`src/rtl/lct_pkg.sv`:
```
package lct_pkg;

    localparam int BYTE_W  = 8;
    localparam int SHORT_W = 5;
    localparam int ADDR_W  = 3;

    localparam logic [ADDR_W-1:0] A_T0_LO = 3'd0;
    localparam logic [ADDR_W-1:0] A_T0_HI = 3'd1;
    localparam logic [ADDR_W-1:0] A_T1_LO = 3'd2;
    localparam logic [ADDR_W-1:0] A_T1_HI = 3'd3;
    localparam logic [ADDR_W-1:0] A_CFG   = 3'd4;
    localparam logic [ADDR_W-1:0] A_CTRL  = 3'd5;
    localparam logic [ADDR_W-1:0] A_CLK   = 3'd6;

    typedef enum logic [1:0] {
        M_SHORT13 = 2'd0,
        M_WIDE16  = 2'd1,
        M_RELOAD8 = 2'd2,
        M_SPLIT   = 2'd3
    } cnt_mode_e;

    typedef enum logic [1:0] {
        PS_DIV_A = 2'd0,
        PS_DIV_B = 2'd1,
        PS_DIV_C = 2'd2,
        PS_XCLK  = 2'd3
    } pre_sel_e;

    typedef struct packed {
        logic      gate;
        logic      pin_src;
        cnt_mode_e mode;
    } tmr_cfg_t;

    typedef struct packed {
        logic     sys1;
        logic     sys0;
        pre_sel_e sel;
    } clk_cfg_t;

    typedef struct packed {
        logic [BYTE_W-1:0] lo;
        logic [BYTE_W-1:0] hi;
        logic              wrap;
    } step_t;

    function automatic step_t step_short(input logic [BYTE_W-1:0] lo,
                                         input logic [BYTE_W-1:0] hi);
        step_t r;
        logic [SHORT_W:0] s;
        logic [BYTE_W:0]  h;
        s = {1'b0, lo[SHORT_W-1:0]} + 1'b1;
        h = {1'b0, hi} + {{BYTE_W{1'b0}}, s[SHORT_W]};
        r.lo   = {lo[BYTE_W-1:SHORT_W], s[SHORT_W-1:0]};
        r.hi   = h[BYTE_W-1:0];
        r.wrap = h[BYTE_W];
        return r;
    endfunction

    function automatic step_t step_wide(input logic [BYTE_W-1:0] lo,
                                        input logic [BYTE_W-1:0] hi);
        step_t r;
        logic [2*BYTE_W:0] w;
        w = {1'b0, hi, lo} + 1'b1;
        r.lo   = w[BYTE_W-1:0];
        r.hi   = w[2*BYTE_W-1:BYTE_W];
        r.wrap = w[2*BYTE_W];
        return r;
    endfunction

    function automatic step_t step_reload(input logic [BYTE_W-1:0] lo,
                                          input logic [BYTE_W-1:0] hi);
        step_t r;
        r.hi   = hi;
        r.wrap = &lo;
        r.lo   = r.wrap ? hi : lo + 1'b1;
        return r;
    endfunction

endpackage

```
`src/rtl/lct_prescaler.sv`:
```
module lct_prescaler
    import lct_pkg::*;
#(
    parameter int DIV_A = 12,
    parameter int DIV_B = 4,
    parameter int DIV_C = 48,
    parameter int XDIV  = 8
) (
    input  logic     clk,
    input  logic     rst,
    input  pre_sel_e sel,
    input  logic     ext_clk,
    output logic     tick
);
    localparam int PW = $clog2(DIV_C);
    localparam int XW = $clog2(XDIV);

    logic [PW-1:0] phase_q;
    logic [XW-1:0] xcnt_q;
    logic          xs1_q, xs2_q;
    logic          tick_a, tick_b, tick_c, x_rise, tick_x;

    always_ff @(posedge clk) begin
        if (rst) begin
            phase_q <= '0;
            xcnt_q  <= '0;
            xs1_q   <= 1'b0;
            xs2_q   <= 1'b0;
        end else begin
            phase_q <= (32'(phase_q) == DIV_C - 1) ? '0 : phase_q + 1'b1;
            xs1_q   <= ext_clk;
            xs2_q   <= xs1_q;
            if (x_rise) xcnt_q <= xcnt_q + 1'b1;
        end
    end

    always_comb begin
        tick_a = (32'(phase_q) % DIV_A) == DIV_A - 1;
        tick_b = (32'(phase_q) % DIV_B) == DIV_B - 1;
        tick_c = 32'(phase_q) == DIV_C - 1;
        x_rise = xs1_q & ~xs2_q;
        tick_x = x_rise && (32'(xcnt_q) == XDIV - 1);
        unique case (sel)
            PS_DIV_A: tick = tick_a;
            PS_DIV_B: tick = tick_b;
            PS_DIV_C: tick = tick_c;
            default:  tick = tick_x;
        endcase
    end

    // the slowest rate lines up with the faster ones
    p_div_nest_r3: assert property (@(posedge clk) disable iff (rst)
        tick_c |-> (tick_a && tick_b));

    // phase wraps to zero after its last value
    p_phase_wrap_r3: assert property (@(posedge clk) disable iff (rst)
        tick_c |=> (phase_q == '0));

endmodule

```
`src/rtl/lct_fall_detect.sv`:
```
module lct_fall_detect (
    input  logic clk,
    input  logic rst,
    input  logic pin,
    output logic fall
);
    logic s1_q, s2_q;

    always_ff @(posedge clk) begin
        if (rst) begin
            s1_q <= 1'b0;
            s2_q <= 1'b0;
        end else begin
            s1_q <= pin;
            s2_q <= s1_q;
        end
    end

    assign fall = s2_q & ~s1_q;

    // one edge yields one count request
    p_fall_single_r4: assert property (@(posedge clk) disable iff (rst)
        fall |=> !fall);

endmodule

```
`src/rtl/lct_counter.sv`:
```
module lct_counter
    import lct_pkg::*;
#(
    parameter bit SPLIT_OK = 1'b1
) (
    input  logic              clk,
    input  logic              rst,
    input  cnt_mode_e         mode,
    input  logic              cnt_main,
    input  logic              cnt_high,
    input  logic              ld_lo,
    input  logic              ld_hi,
    input  logic [BYTE_W-1:0] ld_data,
    output logic [BYTE_W-1:0] lo,
    output logic [BYTE_W-1:0] hi,
    output logic              wrap_main,
    output logic              wrap_high
);
    logic [BYTE_W-1:0] nxt_lo, nxt_hi;
    step_t             st;

    always_comb begin
        nxt_lo    = lo;
        nxt_hi    = hi;
        wrap_main = 1'b0;
        wrap_high = 1'b0;
        st        = '0;
        if (mode == M_SPLIT) begin
            if (SPLIT_OK) begin
                if (cnt_main && !ld_lo) begin
                    nxt_lo    = lo + 1'b1;
                    wrap_main = &lo;
                end
                if (cnt_high && !ld_hi) begin
                    nxt_hi    = hi + 1'b1;
                    wrap_high = &hi;
                end
            end
        end else if (cnt_main && !ld_lo && !ld_hi) begin
            unique case (mode)
                M_SHORT13: st = step_short(lo, hi);
                M_WIDE16:  st = step_wide(lo, hi);
                default:   st = step_reload(lo, hi);
            endcase
            nxt_lo    = st.lo;
            nxt_hi    = st.hi;
            wrap_main = st.wrap;
        end
        if (ld_lo) nxt_lo = ld_data;
        if (ld_hi) nxt_hi = ld_data;
    end

    always_ff @(posedge clk) begin
        if (rst) begin
            lo <= '0;
            hi <= '0;
        end else begin
            lo <= nxt_lo;
            hi <= nxt_hi;
        end
    end

    // a 16-bit wrap leaves both bytes at zero
    p_wide_wrap_r7: assert property (@(posedge clk) disable iff (rst)
        (wrap_main && mode == M_WIDE16) |=> (lo == '0 && hi == '0));

    // counting never touches the upper low-byte bits
    p_short_upper_r6: assert property (@(posedge clk) disable iff (rst)
        (mode == M_SHORT13 && !ld_lo) |=>
            (lo[BYTE_W-1:SHORT_W] == $past(lo[BYTE_W-1:SHORT_W])));

    // reload copies the high byte and keeps it
    p_reload_r8: assert property (@(posedge clk) disable iff (rst)
        (wrap_main && mode == M_RELOAD8) |=> (lo == $past(hi) && hi == $past(hi)));

    // a byte write lands regardless of counting
    p_load_wins_r13: assert property (@(posedge clk) disable iff (rst)
        ld_lo |=> (lo == $past(ld_data)));

    generate
        if (!SPLIT_OK) begin : g_halt_chk
            // a timer without split support holds in mode 3
            p_halt_r10: assert property (@(posedge clk) disable iff (rst)
                (mode == M_SPLIT && !ld_lo && !ld_hi) |=> (lo == $past(lo) && hi == $past(hi)));
        end
    endgenerate

endmodule

```
`src/rtl/legacy_ctr_pair.sv`:
```
module legacy_ctr_pair
    import lct_pkg::*;
#(
    parameter int DIV_A = 12,
    parameter int DIV_B = 4,
    parameter int DIV_C = 48,
    parameter int XDIV  = 8
) (
    input  logic              clk,
    input  logic              rst,
    input  logic              wr_en,
    input  logic [ADDR_W-1:0] wr_addr,
    input  logic [BYTE_W-1:0] wr_data,
    input  logic [ADDR_W-1:0] rd_addr,
    output logic [BYTE_W-1:0] rd_data,
    input  logic              ext_clk,
    input  logic [1:0]        cnt_pin,
    input  logic [1:0]        gate_pin,
    output logic [1:0]        irq,
    output logic [1:0]        ovf_pulse
);
    localparam int NT = 2;

    tmr_cfg_t          cfg_q [NT];
    clk_cfg_t          clk_q;
    logic [NT-1:0]     run_q, flag_q, pulse_q;
    logic [BYTE_W-1:0] lo [NT];
    logic [BYTE_W-1:0] hi [NT];
    logic [NT-1:0]     wrap_main, wrap_high, fall, sys_tick, src_tick, gate_ok;
    logic [NT-1:0]     cnt_main, cnt_high, ld_lo, ld_hi, ev;
    logic              pre_tick, split, wr_ctrl;

    lct_prescaler #(.DIV_A(DIV_A), .DIV_B(DIV_B), .DIV_C(DIV_C), .XDIV(XDIV)) u_pre (
        .clk(clk), .rst(rst), .sel(clk_q.sel), .ext_clk(ext_clk), .tick(pre_tick)
    );

    assign split   = (cfg_q[0].mode == M_SPLIT);
    assign wr_ctrl = wr_en && (wr_addr == A_CTRL);

    generate
        for (genvar i = 0; i < NT; i++) begin : g_tmr
            lct_fall_detect u_edge (
                .clk(clk), .rst(rst), .pin(cnt_pin[i]), .fall(fall[i])
            );

            assign sys_tick[i] = ((i == 0) ? clk_q.sys0 : clk_q.sys1) | pre_tick;
            assign src_tick[i] = cfg_q[i].pin_src ? fall[i] : sys_tick[i];
            assign gate_ok[i]  = ~cfg_q[i].gate | gate_pin[i];
            assign ld_lo[i]    = wr_en && (wr_addr == ADDR_W'(2 * i));
            assign ld_hi[i]    = wr_en && (wr_addr == ADDR_W'(2 * i + 1));

            lct_counter #(.SPLIT_OK(i == 0)) u_cnt (
                .clk(clk), .rst(rst), .mode(cfg_q[i].mode),
                .cnt_main(cnt_main[i]), .cnt_high(cnt_high[i]),
                .ld_lo(ld_lo[i]), .ld_hi(ld_hi[i]), .ld_data(wr_data),
                .lo(lo[i]), .hi(hi[i]),
                .wrap_main(wrap_main[i]), .wrap_high(wrap_high[i])
            );
        end
    endgenerate

    always_comb begin
        cnt_main[0] = run_q[0] & gate_ok[0] & src_tick[0];
        cnt_high[0] = run_q[1] & sys_tick[0];
        cnt_main[1] = split ? src_tick[1] : (run_q[1] & gate_ok[1] & src_tick[1]);
        cnt_high[1] = 1'b0;
        ev[0]       = wrap_main[0];
        ev[1]       = split ? wrap_high[0] : wrap_main[1];
    end

    always_ff @(posedge clk) begin
        if (rst) begin
            cfg_q[0] <= '0;
            cfg_q[1] <= '0;
            clk_q    <= '0;
            run_q    <= '0;
            flag_q   <= '0;
            pulse_q  <= '0;
        end else begin
            pulse_q <= wrap_main;
            if (wr_ctrl) begin
                run_q  <= wr_data[1:0];
                flag_q <= wr_data[5:4] | ev;
            end else begin
                flag_q <= flag_q | ev;
            end
            if (wr_en && wr_addr == A_CFG) begin
                cfg_q[0] <= tmr_cfg_t'(wr_data[3:0]);
                cfg_q[1] <= tmr_cfg_t'(wr_data[7:4]);
            end
            if (wr_en && wr_addr == A_CLK) clk_q <= clk_cfg_t'(wr_data[3:0]);
        end
    end

    always_comb begin
        unique case (rd_addr)
            A_T0_LO: rd_data = lo[0];
            A_T0_HI: rd_data = hi[0];
            A_T1_LO: rd_data = lo[1];
            A_T1_HI: rd_data = hi[1];
            A_CFG:   rd_data = {cfg_q[1], cfg_q[0]};
            A_CTRL:  rd_data = {2'b00, flag_q, 2'b00, run_q};
            A_CLK:   rd_data = {4'b0000, clk_q};
            default: rd_data = '0;
        endcase
    end

    assign irq       = flag_q;
    assign ovf_pulse = pulse_q;

    // a wrap always leaves its flag raised, even under a clearing write
    p_flag_set_r11: assert property (@(posedge clk) disable iff (rst)
        ev[0] |=> irq[0]);
    p_flag1_set_r11: assert property (@(posedge clk) disable iff (rst)
        ev[1] |=> irq[1]);

    // only a control write drops a flag
    p_flag_hold_r11: assert property (@(posedge clk) disable iff (rst)
        (irq[0] && !wr_ctrl) |=> irq[0]);

    // timer 0 is frozen while its run bit is clear
    p_idle_stop_r5: assert property (@(posedge clk) disable iff (rst)
        (!run_q[0] && !ld_lo[0] && !ld_hi[0] && !split) |=>
            (lo[0] == $past(lo[0]) && hi[0] == $past(hi[0])));

    // a pulse on timer 0 coincides with its raised flag
    p_pulse_flag_r12: assert property (@(posedge clk) disable iff (rst)
        ovf_pulse[0] |-> irq[0]);

    // in split mode timer 1 never raises flag 1 by itself
    p_split_t1_quiet_r9: assert property (@(posedge clk) disable iff (rst)
        (split && !wrap_high[0] && !wr_ctrl && !irq[1]) |=> !irq[1]);

endmodule

```
`config.mk`:
```
export PLATFORM = sky130hd
export DESIGN_NAME = legacy_ctr_pair
export DESIGN_NICKNAME = d
export VERILOG_FILES = /design/src/rtl/lct_pkg.sv /design/src/rtl/lct_prescaler.sv /design/src/rtl/lct_fall_detect.sv /design/src/rtl/lct_counter.sv /design/src/rtl/legacy_ctr_pair.sv
export SDC_FILE = /design/constraint.sdc
export NUM_CORES = 1
export LEC_CHECK = 0
export CAP_MARGIN = 20
export CORE_MARGIN = 1.5
export CORE_UTILIZATION = 40
export DETAILED_ROUTE_END_ITERATION = 8
export DONT_BUFFER_PORTS = 1
export HOLD_SLACK_MARGIN = 0.02
export MAX_ROUTING_LAYER = met4
export PLACE_DENSITY = 0.5
export SYNTH_ARGS = -nofsm -noshare
export SYNTH_HDL_FRONTEND = slang
export SYNTH_HIERARCHICAL = 1
export SYNTH_SLANG_ARGS = --single-unit
```
`constraint.sdc`:
```
create_clock -name clk -period 3.15 [get_ports clk]
set_input_delay 0.4725 -clock clk [delete_from_list [all_inputs] [get_ports clk]]
set_output_delay 0.4725 -clock clk [all_outputs]
set_load 0.03 [all_outputs]
```
Word-level counts from Yosys, hierarchy flattened
Memory sizes are Yosys's and may differ from the RTL's.
Index checks and enable logic that the tools add are counted.
{"block": "classes", "bitwise_logic": 21, "shift": 0, "order_cmp": 0, "muxes": 38, "add_sub_neg": 11, "n_eq_ne": 28, "n_div": 1, "n_reduce_logical": 38, "n_mul": 0}
{"cell": "$mux W8", "n": 16}
{"cell": "$pmux W17 S2", "n": 2}
{"cell": "$pmux W8 S7", "n": 1}
{"cell": "$add A16 B1 Y17 const B", "n": 2}
{"cell": "$eq A32 B4 Y1 const B", "n": 1}
{"cell": "$mod A6 B4 Y32 const B", "n": 1}
{"cell": "$add A8 B1 Y8 const B", "n": 3}
{"cell": "$reduce_and A8 Y1", "n": 3}
{"cell": "$eq A3 B3 Y1 const B", "n": 7}
{"cell": "$add A8 B1 Y9", "n": 2}
{"cell": "$mux W1", "n": 15}
{"cell": "$logic_and A1 B1 Y1", "n": 13}
{"cell": "$add A5 B1 Y6 const B", "n": 2}
{"cell": "$eq A3 B2 Y1 const B", "n": 4}
{"cell": "$reduce_and A3 Y1", "n": 4}
{"cell": "$reduce_bool A3 Y1", "n": 3}
{"cell": "$and A1 B1 Y1", "n": 8}
{"cell": "$eq A2 B2 Y1 const B", "n": 4}
{"cell": "$mux W4", "n": 2}
{"cell": "$add A6 B1 Y6 const B", "n": 1}
{"cell": "$eq A2 B1 Y1 const B", "n": 3}
{"cell": "$eq A3 B1 Y1 const B", "n": 2}
{"cell": "$eq A6 B6 Y1 const B", "n": 1}
{"cell": "$logic_not A2 Y1", "n": 3}
{"cell": "15 further kinds", "n": 34}
{"block": "totals", "register_bits": 57, "latch_bits": 0, "ramBits": 8, "n_memories": 1, "in_bits": 22, "out_inout_bits": 12, "wordCells": 158, "rom_bits": 0}
{"name": "cfg_q", "depth": 2, "width": 4, "rd": 2, "rd_clocked_by_memory_dff": 0, "write_ports": 2, "line_no": "legacy_ctr_pair.sv:24", "rtl": "tmr_cfg_t cfg_q [NT];"}

Depth between registers and ports, before layout
Gate-level depths: netlist (run 1).
{"block": "depth", "ltp_word": 15, "depth_mapped": 15, "ltp_nobuf": 12}

Hierarchy
Netlist (run 1), hierarchy kept.
{"module": "lct_counter (g_tmr[0].u_cnt)", "seq_area_each_um2": 320.3, "cells_each": 225, "instances": 1, "area_each_um2": 1732.9}
{"module": "lct_counter (g_tmr[1].u_cnt)", "seq_area_each_um2": 320.3, "cells_each": 191, "instances": 1, "area_each_um2": 1462.7}
{"module": "legacy_ctr_pair", "seq_area_each_um2": 440.4, "cells_each": 121, "instances": 1, "area_each_um2": 1209.9}
{"module": "lct_prescaler", "seq_area_each_um2": 220.2, "cells_each": 62, "instances": 1, "area_each_um2": 571.8}
{"module": "lct_fall_detect", "seq_area_each_um2": 40.0, "cells_each": 5, "instances": 2, "area_each_um2": 61.3}

Worst setup path after synthesis (run 1)
OpenSTA, ideal clock, no wires.
{"block": "synth_timing", "kind": "reg-to-reg", "start": "register u_pre.phase_q[4]", "end": "register g_tmr[0].u_cnt.hi[3]", "path_buffers": 2, "required_ns": 3.028, "arrival_ns": 2.744, "path_stages_with_launch": 15, "setup_slack_ns": 0.284, "synth_period_minus_slack_ns": 2.866, "setup_ns": 0.122, "path_cell_list": "dfxtp_1 > buf_4 > clkbuf_1 > ha_1 > nor4bb_1 > o21ai_1 > nand2_1 > a41o_1 > nor2_1 > o21ai_0 > and3_1 > nor3b_4 > o21ai_1 > or4_1 > o311a_1"}
{"block": "synth_via", "elab_chain_cells": 10, "elab_cells_between_ends": 14, "cone_classes": "div: 1; eq/ne: 3; mux: 2; bitwise: 3; reduce/logical: 5"}
{"element": "start: declaration", "line_no": "lct_prescaler.sv:18", "rtl": "logic [PW-1:0] phase_q;"}
{"element": "start signal: assignment", "line_no": "lct_prescaler.sv:30", "rtl": "phase_q <= (32'(phase_q) == DIV_C - 1) ? '0 : phase_q + 1'b1;"}
{"element": "$mod A6 B4 Y32", "line_no": "lct_prescaler.sv:38", "rtl": "tick_a = (32'(phase_q) % DIV_A) == DIV_A - 1;"}
{"element": "$eq A32 B4 Y1", "line_no": "lct_prescaler.sv:38"}
{"element": "$pmux W1 S3 (*)", "line_no": "lct_prescaler.sv:43", "rtl": "unique case (sel)"}
{"element": "net pre_tick", "line_no": "legacy_ctr_pair.sv:31", "rtl": "logic pre_tick, split, wr_ctrl;"}
{"element": "$or A1 B1 Y1 (*)", "line_no": "legacy_ctr_pair.sv:46", "rtl": "assign sys_tick[i] = ((i == 0) ? clk_q.sys0 : clk_q.sys1) | pre_tick;"}
{"element": "$mux W1 (*)", "line_no": "legacy_ctr_pair.sv:47", "rtl": "assign src_tick[i] = cfg_q[i].pin_src ? fall[i] : sys_tick[i];"}
{"element": "$and A1 B1 Y1 (*)", "line_no": "legacy_ctr_pair.sv:63", "rtl": "cnt_main[0] = run_q[0] & gate_ok[0] & src_tick[0];"}
{"element": "net cnt_main[0]", "line_no": "legacy_ctr_pair.sv:30", "rtl": "logic [NT-1:0] cnt_main, cnt_high, ld_lo, ld_hi, ev;"}
{"element": "$logic_and A1 B1 Y1 (*) (2 in series)", "line_no": "lct_counter.sv:39", "rtl": "end else if (cnt_main && !ld_lo && !ld_hi) begin"}
{"element": "$reduce_bool A3 Y1 (no line) (*)"}
{"element": "$reduce_and A3 Y1 (no line) (*)"}
{"element": "end signal: assignment", "line_no": "lct_counter.sv:59", "rtl": "hi <= nxt_hi;"}
{"element": "end: declaration", "line_no": "lct_counter.sv:15", "rtl": "output logic [BYTE_W-1:0] hi,"}
Mark *: on every way through the listed nets, which the timed path passes. The rest lies on a longest branch.
A chain may end at the register's enable or synchronous reset.

Final worst setup path (run 1)
{"block": "layout_timing", "start": "register u_pre.phase_q[0]", "end": "register g_tmr[0].u_cnt.hi[3]"}
The elaborated chain is that of the path after synthesis.

==> out/metrics.yaml, run 1 <==
outcome:
  status: "complete, no violations"
timing:
  slew_violations: 0
  finalClockSkew_ns: 0.00718
  max-slew-margin-rel_pct: 43.4
  fmax_mhz: 339
  holdWs_ns: 0.192
  setup_viol_count_final: 0
  worst_pin_slew_ns: 0.847
  hold_viol_final: 0
  fin_crit_sh_pct: 93.7
  fin_tns_setup_ns: 0
  period_minus_slack_ns: 2.95
  rsz0062_at_grt: "no"
floorplanning:
  core_um2: 12500
  die_w_um: 116
  die_area_um2: 13400
  row_count: 41
  ios: 34
  die_h_um: 116
  start_util_pct: 40.6
final_layout:
  finalNetCount: 628
  fin_area_um2: 5520
  drive_above_1_share_pct: 13.0
  antenna_cells: 0
  fillers: 1292
  area.growth.synth_to_final_pct: 8.54
  final_core_util_pct: 44.1
grt:
  overflow: 0
  grt_util_all_layers_pct: 26.8
  grt_max_degree: 58
  grt_antenna_before_repair: 0
  grt_pass1_vias: 4512
  grt_pass1_wl_um: 25900
routing:
  drtIter0Drc: 368
  routed_wl_um: 16500
  ant_nets: 0
  drc: 0
  viasPerCell: 6.16
  wire_per_inst_um: 21.4
  first_pass_iters: 4
  vias: 4749
clocking:
  cts_buffers: 9
  cts_resized: 0
  path_clk_slew_ns: 0.07
  root_buffer: "clkbuf_16"
  cts.sinks: 65
  htreeDepth: 3
  insertion_delay_ns: 0.35
  cts_buffer_depth: 2
  ctsHoldBuffers: 0
  post_cts_buffers: 0
  cts_tree: "built"
power_and_ir_drop:
  power_leakage_nw: 1.99
  total_power_w: 0.00216
  p_per_area_nw_per_um2: 392
  vdd_ir_drop_max_uv: 379
worst_setup_path:
  crit_family: "simple AND/OR/NAND/NOR gates"
  crit_fanout: 4
  cp.buffers_inverters: 0
  r2r_end: "g_tmr[0].u_cnt/hi[3]"
  critical-path-max-stage-delay_ns: 0.51
  crit_chain: "ha_1, nand3_2, or3_1, a21oi_1, a41o_1, nor2_1, o21ai_0, and3_1, nor3b_4, o21ai_1, or4_1, o311a_1"
  worstPathArrival_ns: 3.19
  path_class: "reg2reg"
  crit_slowest_cell: "or4_1"
  required_ns: 3.39
  end_kind: "flip-flop"
  r2r_slack_ns: 0.20
  worstRegToRegCells: 12
  crit_path_start_kind: "flip-flop"
  r2r_start: "u_pre/phase_q[0]"
placed_design:
  port_buffers: 0
  placed_cell_area_um2: 5200
  globalplace.congestion: 0.897
  dp_hpwl_um: 11700
logic_synthesis:
  netlist_instances: 606
  yosys_warnings: 6
  syn_avg_cell_area_um2: 8.39
  synth_fp_nets: 640
  syn_area_um2: 5080
flow_run:
  timing.max_cap.violations: 0
hold_path:
  hp-start: "rst"
  whs_endpoint: "u_pre/xs1_q"
  hold_depth: 1
  holdCritPathClass: "in2reg"
worst max-delay path by stage:
stage,from,endpoint,depth (start not counted)
final,u_pre/phase_q[0],g_tmr[0].u_cnt/hi[3],12
after global routing,u_pre/phase_q[0],g_tmr[0].u_cnt/hi[3],12
after floorplan,u_pre/phase_q[4],g_tmr[0].u_cnt/hi[3],14
after CTS,u_pre/phase_q[0],g_tmr[1].u_cnt/hi[7],12
after global placement,u_pre/phase_q[0],g_tmr[1].u_cnt/hi[7],12
after detailed placement,u_pre/phase_q[0],g_tmr[1].u_cnt/hi[7],12
final cells by class:
| cell class | instances | area [µm²] | share of cell area (%) |
|---|---|---|---|
| sequential | 65 | 1380 | 25.0 |
| timing repair buffer | 20 | 150 | 2.72 |
| clock inverter | 6 | 51.3 | 0.929 |
| clock buffer | 10 | 250 | 4.53 |
| multi-input combinational | 471 | 3370 | 61.1 |
| tap | 172 | 215 | 3.90 |
| inverter | 27 | 101 | 1.84 |
cells in the final DEF (no fill, tap or decap), drive strengths merged, types with 5 or more instances in the layout:
cell	n
dfxtp	57
nor2	46
nand2	37
a21oi	31
inv	30
nand3	27
mux2i	20
buf	20
o21ai	20
a31oi	19
nor2b	19
and3	18
and2	17
nand2b	15
a211oi	15
nor3	14
nand4	13
ha	12
clkbuf	10
xnor2	9
edfxtp	8
nand3b	7
o211ai	7
a2111oi	7
nand4b	6
a22oi	6
o22ai	6
and4	6
mux4	6
o31ai	5
o311a	5
xor2	5
mux2	5
nor3b	5
layer usage:
layer | part of all wire [%] | routed length (µm) | GRT usage [%]
met1 | 45 | 7460 | 34.3
met2 | 46 | 7660 | 41.1
met3 | 5.3 | 881 | 5.65
met4 | 2.9 | 485 | 11.1
met5 | 0 | 0 | -
metrics by stage:
stage | cells | setup WS, ns
after floorplan | 606 | 0.284
after global routing | 771 | 0.0153
after global placement | 755 | 0.203
final | 771 | 0.198
after CTS | 771 | 0.146
after detailed placement | 755 | 0.168
flip-flops by register name, indices dropped and copies added, names as in the netlist:
name	count
u_pre/phase_q	6
g_tmr.u_cnt/lo	16
g_tmr.u_cnt/hi	16
run_q	2
clk_q	4
g_tmr.u_edge/s1_q	2
ovf_pulse	2
irq	2
u_pre/xcnt_q	3
u_pre/xs2_q	1
u_pre/xs1_q	1
cfg_q	8
g_tmr.u_edge/s2_q	2
report_power, final:
group	internal [W]	total, W	switching [W]
Sequential	0.000868	0.000912	0.0000445
Clock	0.000595	0.00103	0.000436
Combinational	0.0000925	0.000218	0.000126
Total	0.00156	0.00216	0.000606
(Power assumes the default switching activity.)
==> run 2: changes to the inputs <==
clock period = 2.9 ns   (was 3.15 ns; I/O delays follow)
==> run 2 against run 1 <==
Sequential power rose by 8.0%; die area unchanged; clock power grew 11%; combinational power grew 19%; non-clock buffer count is 20 higher; sequential share of layout area is 0.95 points lower; total power up 10%; sequential cell count did not move; wire length is 2.7% higher; cell count grew 2.7%; register-to-register slack got worse by 0.12 ns; first-iteration DRC count increased by 45%; largest power group unchanged.
==> out/metrics.yaml, run 2 (synthesis results as in run 1) <==
routing:
  routed_wl_um: 16900  # +2.7%
  viasPerCell: 6.21  # +0.81%
  vias: 4918  # +3.6%
  ant_nets: 0  # unchanged
  first_pass_iters: 5  # +1
  drtIter0Drc: 533  # +45%
  wire_per_inst_um: 21.4  # about the same
  drc: 0  # unchanged
worst_setup_path:
  crit_chain: "buf_4, nand2b_1, or3_1, a21oi_2, a41o_1, nor2_2, o21ai_1, and3_1, nor3b_4, o21ai_2, or4_1, o311a_1"
  end_kind: "flip-flop"
  crit_slowest_cell: "or4_1"
  critical-path-max-stage-delay_ns: 0.52  # about the same
  crit_fanout: 7  # +3
  path_class: "reg2reg"
  required_ns: 3.14  # -0.25 ns
  worstPathArrival_ns: 3.05  # -0.14 ns
  crit_path_start_kind: "flip-flop"
final_layout:
  top_regs: "g_tmr.u_cnt/hi (16), g_tmr.u_cnt/lo (16), cfg_q (8)"
  area.growth.synth_to_final_pct: 13.3
  most-common-layout-cells: "52 x dfxtp_1, 43 x nor2_1, 38 x buf_4"
  finalNetCount: 649  # +3.3%
  antenna_cells: 0  # unchanged
  final_common_cell: "dfxtp_1"
  stdcell_count: 792  # +2.7%
  drive_above_1_share_pct: 18.9  # +5.8 points
clocking:
  cts_buffers: 9  # unchanged
  ctsHoldBuffers: 0  # unchanged
  root_buffer: "clkbuf_16"
  path_clk_slew_ns: 0.07  # about the same
  cts_tree: "built"
  htreeDepth: 3  # unchanged
  cts.sinks: 65  # unchanged
  insertion_delay_ns: 0.35  # about the same
  cts_buffer_depth: 2  # unchanged
timing:
  setup_viol_count_final: 0  # unchanged
  rsz0062_at_grt: "yes"
  max-slew-margin-rel_pct: 46.7  # +3.3 points
  fmax_mhz: 355  # +4.8%
  slew_violations: 0  # unchanged
  fin_tns_setup_ns: 0  # unchanged
  period_minus_slack_ns: 2.82  # -0.135 ns
  worst_pin_slew_ns: 0.797  # -0.0505 ns
  finalClockSkew_ns: 0.00588  # -0.00130 ns
  hold_viol_final: 0  # unchanged
  fin_crit_sh_pct: 97.1  # +3.4 points
power_and_ir_drop:
  p_sw_share_pct: 28.6  # +0.53 points
  p_int_w: 0.00170  # +9.5%
  power_frac_comb_pct: 10.9  # +0.8 points
  pwr-share-seq_pct: 41.3  # -0.9 points
  vdd_ir_drop_max_uv: 325  # -14%
  p_switching_w: 0.000681  # +12%
  power_leakage_nw: 2.10  # +5.6%
  p_per_area_nw_per_um2: 414  # +5.7%
  total_power_w: 0.00238  # +10%
  clkPwrFrac_pct: 47.8  # about the same
placed_design:
  placed_cells: 771  # +2.1%
  globalplace.congestion: 0.872  # -2.8%
  dp_hpwl_um: 12000  # +2.9%
  port_buffers: 0  # unchanged
hold_path:
  holdCritPathClass: "in2reg"
floorplanning:
  die_area_um2: 13400  # unchanged
  ios: 34  # unchanged
  die_w_um: 116  # unchanged
  start_util_pct: 40.6  # unchanged
  die_h_um: 116  # unchanged
  core_um2: 12500  # unchanged
  row_count: 41  # unchanged
grt:
  grt_antenna_before_repair: 0  # unchanged
  grt_pass1_wl_um: 26300  # +1.2%
  overflow: 0  # unchanged
  grt_max_degree: 58  # unchanged
  grt_pass1_vias: 4623  # +2.5%
  grt_util_all_layers_pct: 27.1  # +0.31 points
flow_run:
  timing.max_cap.violations: 0  # unchanged
outcome:
  status: "complete, no violations"
==> run 2: cell types whose count changed in the layout (fill, tap and decap cells not counted), sizes merged <==
cell | previous run | this run
clkinvlp | 1 | 0
inv | 30 | 31
buf | 20 | 40
a21oi | 31 | 32
==> run 2: path summary, 6_finish.rpt <==
path	cells after the start	endpoint	start	slack (ns)
max	12	g_tmr[0].u_cnt/hi[3]	u_pre/phase_q[4]	0.08
min	1	g_tmr[0].u_edge/s1_q	rst	0.16
max reg2reg	12	g_tmr[0].u_cnt/hi[3]	u_pre/phase_q[4]	0.08
min reg2reg	1	u_pre/xs2_q	u_pre/xs1_q	0.46
==> run 2: layer usage <==
| layer | vias to the layer above | part of all wire, % | track usage [%] |
|---|---|---|---|
| met2 | 191 | 47 | 41.5 |
| met1 | 2367 | 43 | 34.8 |
| li1 | 2324 | - | - |
| met5 | - | 0 | - |
| met3 | 36 | 6.5 | 5.18 |
| met4 | 0 | 3.0 | 12.0 |
==> run 2: per-stage QoR <==
stage                     utilization [%]  instance area, µm²  setup WS [ns]  hold WS, ns
after CTS                            44.9                5630         0.0129        0.139
after floorplan                         -                5080         0.0340        0.426
final                                46.0                5760         0.0827        0.158
after detailed placement             42.5                5320         0.0270        0.460
after global routing                 46.0                5760         -0.113        0.138
after global placement               42.5                5320         0.0683        0.445
==> run 2: what timing repair did <==
| action | CTS | global route |
|---|---|---|
| gates resized for setup | 0 | 27 |
| endpoints found under the setup margin | 0 | 29 |
| buffers inserted | 0 | 4 |
| endpoints found under the hold margin | 0 | 0 |
==> run 2: cell type report <==
class	instances	area, µm²
Fill cell	1284	6760
Multi-Input combinational cell	472	3450
Sequential cell	65	1390
Timing Repair Buffer	40	308
Clock buffer	10	250
Tap cell	172	215
Inverter	27	101
Clock inverter	6	52.6
==> run 2: critical path, delay by kind of cell (launching register included) <==
family                 cells  cell delay (ns)
AOI/OAI and AO/OA          5             0.66
buffers and inverters      1             0.15
DFF                        1             0.33
and+or+nand+nor            6             1.57
==> run 2: power by group through the flow <==
stage,Sequential [W],Clock [W],Combinational (W)
floorplan,0.000986,0,0.000211
global placement,0.00100,0,0.000246
detailed placement,0.00100,0,0.000248
CTS,0.000983,0.00117,0.000249
global route,0.000990,0.00120,0.000282
finish,0.000985,0.00114,0.000259
==> run 3: changes to the inputs <==
clock period = 3.55 ns   (was 2.9 ns; I/O delays follow)
==> run 3 against run 2 <==
Non-clock buffer count is 29 lower; wire length is 3.2% lower; sequential share of layout area is 1.1 points higher; clock power down 8%; critical path depth is the same; first-iteration DRC count is 8.3% lower; sequential power fell by 17%; highest routed layer unchanged.
==> out/metrics.yaml, run 3 (synthesis results as in run 1) <==
clocking:
  cts_buffers: 9  # unchanged
  path_clk_slew_ns: 0.06  # about the same
  post_cts_buffers: 0  # unchanged
  ctsHoldBuffers: 0  # unchanged
  cts_tree: "built"
  htreeDepth: 3  # unchanged
  cts_resized: 0  # unchanged
  cts_buffer_depth: 2  # unchanged
  root_buffer: "clkbuf_16"
  cts.sinks: 65  # unchanged
  insertion_delay_ns: 0.34  # about the same
routing:
  wire_per_inst_um: 21.5  # +0.65%
  vias: 4819  # -2.0%
  drtIter0Drc: 489  # -8.3%
  routed_wl_um: 16400  # -3.2%
  first_pass_iters: 6  # +1
  ant_nets: 0  # unchanged
  viasPerCell: 6.32  # +1.8%
  drc: 0  # unchanged
timing:
  holdWs_ns: 0.260  # +0.102 ns
  fmax_mhz: 305  # -14%
  period_minus_slack_ns: 3.28  # +0.463 ns
  slew_violations: 0  # unchanged
  fin_tns_setup_ns: 0  # unchanged
  max-slew-margin-rel_pct: 39.7  # -6.9 points
  fin_crit_sh_pct: 92.4  # -4.7 points
  rsz0062_at_grt: "no"
  hold_viol_final: 0  # unchanged
  worst_pin_slew_ns: 0.899  # +0.102 ns
  setup_viol_count_final: 0  # unchanged
  finalClockSkew_ns: 0.00854  # +0.00266 ns
grt:
  grt_antenna_before_repair: 0  # unchanged
  grt_pass1_vias: 4484  # -3.0%
  overflow: 0  # unchanged
  grt_pass1_wl_um: 25800  # -1.7%
  grt_util_all_layers_pct: 26.5  # -0.53 points
  grt_max_degree: 58  # unchanged
flow_run:
  timing.max_cap.violations: 0  # unchanged
final_layout:
  most-common-layout-cells: "57 x dfxtp_1, 45 x nor2_1, 37 x nand2_1"
  fin_area_um2: 5480  # -4.9%
  finalNetCount: 619  # -4.6%
  area.growth.synth_to_final_pct: 7.73
  drive_above_1_share_pct: 11.0  # -7.9 points
  final_core_util_pct: 43.8  # -2.3 points
  antenna_cells: 0  # unchanged
  top_regs: "g_tmr.u_cnt/hi (16), g_tmr.u_cnt/lo (16), cfg_q (8)"
  final_common_cell: "dfxtp_1"
floorplanning:
  row_count: 41  # unchanged
  die_area_um2: 13400  # unchanged
  core_um2: 12500  # unchanged
  die_h_um: 116  # unchanged
  start_util_pct: 40.6  # unchanged
  die_w_um: 116  # unchanged
  ios: 34  # unchanged
placed_design:
  globalplace.congestion: 0.888  # +1.8%
  port_buffers: 0  # unchanged
  dp_hpwl_um: 11700  # -2.7%
  placed_cell_area_um2: 5130  # -3.5%
outcome:
  status: "complete, no violations"
power_and_ir_drop:
  vdd_ir_drop_max_uv: 463  # +43%
  p_per_area_nw_per_um2: 373  # -9.9%
  power_leakage_nw: 1.96  # -7.0%
worst_setup_path:
  crit_path_start_kind: "flip-flop"
  required_ns: 3.78  # +0.64 ns
  worstPathArrival_ns: 3.51  # +0.46 ns
  path_class: "reg2reg"
  crit_fanout: 8  # +1
  end_kind: "flip-flop"
hold_path:
  holdCritPathClass: "in2reg"
run 3: changes by cell type in the layout (fill, tap and decap cells not counted), moves of 3 or more:
cell	previous run	this run
buf_4	38	11
dfxtp_2	5	0
dfxtp_1	52	57
bufinv_16	0	3
inv_6	4	1
run 3: final cells by class:
| cell class | instances | area (µm²) |
|---|---|---|
| sequential | 65 | 1380 |
| inverter | 27 | 101 |
| timing repair buffer | 11 | 82.6 |
| clock buffer | 9 | 225 |
| clock inverter | 7 | 118 |
| fill | 1301 | 7040 |
| multi-input combinational | 471 | 3350 |
| tap | 172 | 215 |
run 3: final timing paths:
path | cells past startpoint | slack [ns] | startpoint | to
setup / recovery | 12 | 0.27 | u_pre/phase_q[4] | g_tmr[0].u_cnt/hi[3]
hold / removal | 1 | 0.26 | rst | u_pre/xs1_q
setup reg to reg | 12 | 0.27 | u_pre/phase_q[4] | g_tmr[0].u_cnt/hi[3]
hold reg to reg | 1 | 0.45 | u_pre/xs1_q | u_pre/xs2_q
run 3: power breakdown:
group / total [W] / leakage (nW) / switching, W / internal [W]
sequential: 0.000813 / 0.540 / 0.0000426 / 0.000770
clock: 0.00105 / 0.160 / 0.000359 / 0.000686
combinational: 0.000185 / 1.26 / 0.000107 / 0.0000784
run 3: per-stage QoR:
| step | std cells | total power [W] | worst slack [ns] |
|---|---|---|---|
| global route | 762 | 0.00212 | 0.00785 |
| floorplan | 606 | 0.000979 | 0.684 |
| global placement | 746 | 0.00101 | 0.425 |
| CTS | 762 | 0.00207 | 0.285 |
| detailed placement | 746 | 0.00101 | 0.296 |
| finish | 762 | 0.00204 | 0.269 |
run 3: routing by layer:
layer / routed length [µm] / part of all wire, % / vias to the layer above / global-route usage [%]
met3: 1060 / 6.5 / 54 / 6.12
met4: 774 / 4.7 / 0 / 12.4
met2: 7470 / 46 / 189 / 40.6
met5: 0 / 0 / - / -
met1: 7090 / 43 / 2321 / 33.3
li1: - / - / 2255 / -
run 3: worst max-delay path: stages, from the launching register on:
cell	delay (ns)
dfxtp_1	0.46
ha_1	0.30
nor4bb_1	0.29
o21ai_1	0.09
nand2_1	0.08
a41o_1	0.22
nor2_1	0.07
o21ai_0	0.13
and3_1	0.31
nor3b_4	0.30
o21ai_1	0.22
or4_1	0.55
o311a_1	0.14
